<file path="config.mk">
export PLATFORM = sky130hd
export DESIGN_NAME = vref_select
export DESIGN_NICKNAME = d
export VERILOG_FILES = /design/src/rtl/vrs_pkg.sv /design/src/rtl/vrs_pe_sched.sv /design/src/rtl/vrs_shift_bank.sv /design/src/rtl/vrs_ref_adder.sv /design/src/rtl/vref_select.sv
export SDC_FILE = /design/constraint.sdc
export NUM_CORES = 1
export LEC_CHECK = 0
export BUFFER_PORTS_ARGS = -buffer_cell sky130_fd_sc_hd__buf_4
export CAP_MARGIN = 10
export CORE_ASPECT_RATIO = 1.25
export CORE_UTILIZATION = 40
export CTS_CLUSTER_SIZE = 24
export DETAILED_ROUTE_END_ITERATION = 7
export PLACE_DENSITY_LB_ADDON = 0.05
export SKIP_CTS_REPAIR_TIMING = 1
export SYNTH_ARGS = -nofsm -noshare
export SYNTH_HDL_FRONTEND = slang
export SYNTH_HIERARCHICAL = 1
export SYNTH_SLANG_ARGS = --single-unit
</file>
<file path="constraint.sdc">
create_clock -name clk -period 2.8 [get_ports clk]
set_input_delay 0.7 -clock clk [delete_from_list [all_inputs] [get_ports clk]]
set_output_delay 0.7 -clock clk [all_outputs]
set_load 0.005 [all_outputs]
</file>
<file path="src/rtl/vrs_pkg.sv">
package vrs_pkg;
    typedef enum logic [1:0] {
        SCH_IDLE  = 2'd0,
        SCH_PEND  = 2'd1,
        SCH_LEARN = 2'd2
    } sched_state_t;
endpackage

</file>
<file path="src/rtl/vrs_pe_sched.sv">
module vrs_pe_sched
    import vrs_pkg::*;
#(
    parameter int PE_INTERVAL = 1000
) (
    input  logic clk,
    input  logic rst_n,
    input  logic pe_tick,
    input  logic hold,
    input  logic learn_done,
    output logic learn_req,
    output logic load_shift
);
    localparam int CNT_W = (PE_INTERVAL > 2) ? $clog2(PE_INTERVAL) : 1;
    localparam logic [CNT_W-1:0] CNT_LAST = CNT_W'(PE_INTERVAL - 1);

    logic [CNT_W-1:0] tick_cnt;
    logic             expire;
    sched_state_t     state, state_nx;

    assign expire = pe_tick && (tick_cnt == CNT_LAST);

    // P/E tick counter, free-running across intervals
    always_ff @(posedge clk or negedge rst_n) begin
        if (!rst_n)
            tick_cnt <= '0;
        else if (pe_tick)
            tick_cnt <= expire ? '0 : tick_cnt + 1'b1;
    end

    // state register
    always_ff @(posedge clk or negedge rst_n) begin
        if (!rst_n)
            state <= SCH_IDLE;
        else
            state <= state_nx;
    end

    // next state
    always_comb begin
        state_nx = state;
        unique case (state)
            SCH_IDLE: begin
                if (expire) state_nx = SCH_PEND;
            end
            SCH_PEND: begin
                if (learn_done)  state_nx = SCH_IDLE;
                else if (!hold)  state_nx = SCH_LEARN;
            end
            SCH_LEARN: begin
                if (learn_done)  state_nx = SCH_IDLE;
                else if (hold)   state_nx = SCH_PEND;
            end
            default: state_nx = SCH_IDLE;
        endcase
    end

    // outputs
    always_comb begin
        learn_req  = 1'b0;
        load_shift = 1'b0;
        unique case (state)
            SCH_IDLE:  ;
            SCH_PEND:  load_shift = learn_done;
            SCH_LEARN: begin
                learn_req  = 1'b1;
                load_shift = learn_done;
            end
            default: ;
        endcase
    end
endmodule

</file>
<file path="src/rtl/vrs_shift_bank.sv">
module vrs_shift_bank #(
    parameter int NB      = 3,
    parameter int SHIFT_W = 6
) (
    input  logic                  clk,
    input  logic                  rst_n,
    input  logic                  load,
    input  logic [NB*SHIFT_W-1:0] din,
    output logic [NB*SHIFT_W-1:0] q
);
    for (genvar i = 0; i < NB; i++) begin : g_reg
        always_ff @(posedge clk or negedge rst_n) begin
            if (!rst_n)
                q[i*SHIFT_W +: SHIFT_W] <= '0;
            else if (load)
                q[i*SHIFT_W +: SHIFT_W] <= din[i*SHIFT_W +: SHIFT_W];
        end
    end
endmodule

</file>
<file path="src/rtl/vrs_ref_adder.sv">
module vrs_ref_adder #(
    parameter int CODE_W  = 8,
    parameter int SHIFT_W = 6
) (
    input  logic               en,
    input  logic [CODE_W-1:0]  base,
    input  logic [SHIFT_W-1:0] shift,
    output logic [CODE_W-1:0]  code
);
    logic [CODE_W:0] sum;

    always_comb begin
        sum = {1'b0, base} + (en ? (CODE_W+1)'(shift) : '0);
        code = sum[CODE_W] ? '1 : sum[CODE_W-1:0];
    end
endmodule

</file>
<file path="src/rtl/vref_select.sv">
module vref_select
    import vrs_pkg::*;
#(
    parameter int NB          = 3,
    parameter int CODE_W      = 8,
    parameter int SHIFT_W     = 6,
    parameter int WL_W        = 7,
    parameter int PE_INTERVAL = 1000
) (
    input  logic                  clk,
    input  logic                  rst_n,
    input  logic                  rd_req,
    input  logic [WL_W-1:0]       rd_wl,
    input  logic                  nbr_up,
    input  logic                  nbr_dn,
    input  logic [NB*CODE_W-1:0]  dflt_code,
    output logic                  ref_valid,
    output logic [WL_W-1:0]       ref_wl,
    output logic [NB*CODE_W-1:0]  ref_code,
    input  logic                  pe_tick,
    input  logic                  io_busy,
    output logic                  learn_req,
    input  logic                  learn_done,
    input  logic [NB*SHIFT_W-1:0] learn_shift
);
    logic                  load_shift;
    logic                  shift_en;
    logic [NB*SHIFT_W-1:0] shift_q;
    logic [NB*CODE_W-1:0]  code_nx;

    vrs_pe_sched #(.PE_INTERVAL(PE_INTERVAL)) u_sched (
        .clk        (clk),
        .rst_n      (rst_n),
        .pe_tick    (pe_tick),
        .hold       (io_busy | rd_req),
        .learn_done (learn_done),
        .learn_req  (learn_req),
        .load_shift (load_shift)
    );

    vrs_shift_bank #(.NB(NB), .SHIFT_W(SHIFT_W)) u_bank (
        .clk   (clk),
        .rst_n (rst_n),
        .load  (load_shift),
        .din   (learn_shift),
        .q     (shift_q)
    );

    assign shift_en = nbr_up | nbr_dn;

    for (genvar i = 0; i < NB; i++) begin : g_bnd
        vrs_ref_adder #(.CODE_W(CODE_W), .SHIFT_W(SHIFT_W)) u_add (
            .en    (shift_en),
            .base  (dflt_code[i*CODE_W +: CODE_W]),
            .shift (shift_q[i*SHIFT_W +: SHIFT_W]),
            .code  (code_nx[i*CODE_W +: CODE_W])
        );
    end

    always_ff @(posedge clk or negedge rst_n) begin
        if (!rst_n) begin
            ref_valid <= 1'b0;
            ref_wl    <= '0;
            ref_code  <= '0;
        end else begin
            ref_valid <= rd_req;
            if (rd_req) begin
                ref_wl   <= rd_wl;
                ref_code <= code_nx;
            end
        end
    end
endmodule

</file>
==> impl_metrics.json <==
{
  "outcome": "complete, no violations",
  "dp_slack_ps": -204.4,
  "cts.path.max_buffers": 2,
  "routed_wl_um": 8178,
  "io_pins": 90,
  "grt_start_max_net_pins": 63,
  "grt_usage_pct": 17.45,
  "ys_types": 48,
  "finalHoldViolCount": 0,
  "dp_hpwl_um": 5959,
  "async_flop_share_pct": 100.0,
  "synth.area.top_cells": "dfrtp_1, mux2_4, ha_1",
  "nNetsFinal": 524,
  "r2r_cells": 8,
  "instances_no_fill": 568,
  "dp.cells": 553,
  "numCtsBuffers": 9,
  "cts_tree": "done",
  "synth_nets": 402,
  "leakagePower_nw": 2.586,
  "initial_utilization_pct": 41.70,
  "fin_ws_ps": 153.7,
  "drive_gt1_share_pct": 46.07,
  "vias_per_cell": 4.931,
  "hp-class": "primary input to asynchronous set/reset pin",
  "gp_congestion": 0.7970,
  "drtAntennaViolNets": 0,
  "final_common_cell": "buf_4",
  "first_pass_iters": 4,
  "maxSlewViolCount": 0,
  "synth_ff_type": "dfrtp_1",
  "worstPathRequired_ps": 3010,
  "slew_headroom_pct": 47.10,
  "min_period_ps": 2646,
  "die_h_um": 111.6,
  "route.detailed.wl_per_inst_um": 14.40,
  "synth_edf_count": 0,
  "p_per_area_nw_per_um2": 530.1,
  "fmax_ghz": 0.3779,
  "core_um2": 9223,
  "finalCritPeriodShare_pct": 94.51,
  "portBuffers": 89,
  "worstPathArrival_ps": 2860,
  "worstSkewPairLatency_ps": 330,
  "worstSetupPathType": "primary input to register",
  "cts.sinks": 62,
  "fin_util_pct": 55.56,
  "layout_common_cells": "buf_4, dfrtp_1, mux2_4, ha_1, nand2_1",
  "finClkSkew_ps": 6.604,
  "end_kind": "register",
  "antenna_found_initial": 0,
  "grt_pass1_vias": 2921,
  "antenna_cells": 0,
  "rows": 39,
  "worstSetupStartpoint": "nbr_dn",
  "area_growth_pct": 33.21,
  "worstMarginPinSlew_ps": 793.6,
  "netlist_instances": 319,
  "r2r_end": "ref_code[22]",
  "drc": 0,
  "num-fill-cells": 818,
  "critPathCapture": "ref_code[22]",
  "clk_pin_slew_ps": 50,
  "grt_first_pass_wirelength_um": 13770,
  "yosysSeqAreaShare_pct": 40.34,
  "max-cap-violations": 0,
  "die_area_um2": 10010,
  "rrSetupSlack_ps": 560,
  "worstSetupStartpointType": "primary input",
  "vdd_drop_max_mv": 0.3576,
  "drt_iter0_drc": 71,
  "holdWs_ps": 456.4,
  "cp_max_fo": 9,
  "grt-ovfl-total": 0,
  "root_buffer": "clkbuf_16",
  "r2r_start": "u_bank/q[12]",
  "synth_top_area_share_pct": 40.34,
  "cts.htree.levels": 3,
  "yosysWarnings": 6,
  "avgSynthCellArea_um2": 12.06,
  "die_x_um": 89.71,
  "grt_setup_unrepaired": "false",
  "yosysTopAreaCell": "dfrtp_1",
  "finalSetupViolCount": 0,
  "synthesis.area_um2": 3846,
  "synth_seq_cells": 62,
  "route.vias.total": 2801
}
[worst min path at each step]
stage	from	to	slack [ps]	cells past startpoint
after global placement	u_bank/q[8]	u_bank/q[8]	490	1
final	rst_n	ref_code[13]	460	1
after CTS	rst_n	ref_code[0]	490	1
after floorplan	rst_n	ref_code[0]	400	0
after detailed placement	u_bank/q[15]	u_bank/q[15]	490	1
after global routing	u_bank/q[0]	u_bank/q[0]	520	1
[cells in the mapped netlist, drive strengths merged, types with 2 or more instances]
cell,number
dfrtp,62
mux2,53
ha,23
nand2,21
and2,19
a21oi,14
xnor2,14
inv,13
nor2,12
o21ai,11
nand2b,9
buf,6
o211ai,6
nor3,5
a21o,4
and3,4
nand3,4
o2111ai,4
or2,4
fa,3
mux2i,3
nand4,3
o21bai,3
a211oi,2
a22oi,2
a32oi,2
o22a,2
or3b,2
or4,2
xor2,2
[state kept, by name (all words and copies together), names as in the netlist]
signal / cells
u_bank/q: 18
ref_wl: 7
ref_valid: 1
ref_code: 24
u_sched/tick_cnt: 10
u_sched/state: 2
[cells by family after synthesis]
kind of cell / synth area share, %
fa+ha+maj: 9.044
simple gates: 12.10
buf+inv: 3.936
compound gates: 10.83
xor+xnor: 3.644
flops: 40.34
mux: 20.10
[worst max-delay path, stage by stage]
cell and delay, ps:
buf_4 110, or2_4 290, and2_1 150, ha_1 210
fa_2 360, a21oi_2 180, o21ai_2 100, a21oi_1 160
mux2_1 340, mux2_4 260
[layer usage]
metal  share of wire [%]  routed length (um)  GRT usage (%)
met3                 4.7                 386          4.577
met2                  49                4025          29.18
met4                 1.4                 117          6.230
met1                  45                3649          21.71
met5                   0                   0              0
[power breakdown]
part	internal, mW	switching, mW
logic	0.262	0.174
registers	0.990	0.0795
clock network	0.819	0.391
[layout make-up]
| type | count | area (um^2) | share of cell area (%) |
|---|---|---|---|
| Clock inverter | 4 | 70.07 | 1.368 |
| Multi-Input combinational cell | 238 | 2168 | 42.32 |
| Timing Repair Buffer | 117 | 878.3 | 17.14 |
| Inverter | 13 | 48.80 | 0.9524 |
| Tap cell | 123 | 153.9 | 3.004 |
| Sequential cell | 62 | 1551 | 30.28 |
| Clock buffer | 11 | 252.7 | 4.933 |
[per-stage QoR]
step / total power, mW / area, um^2 / setup TNS (ps)
floorplan: 1.312 / 3871 / 0
global placement: 1.518 / 4801 / -1897
detailed placement: 1.525 / 4801 / -2482
CTS: 2.762 / 5124 / 0
global route: 2.843 / 5124 / 0
finish: 2.716 / 5124 / 0
Power figures use the tool's default switching activity.
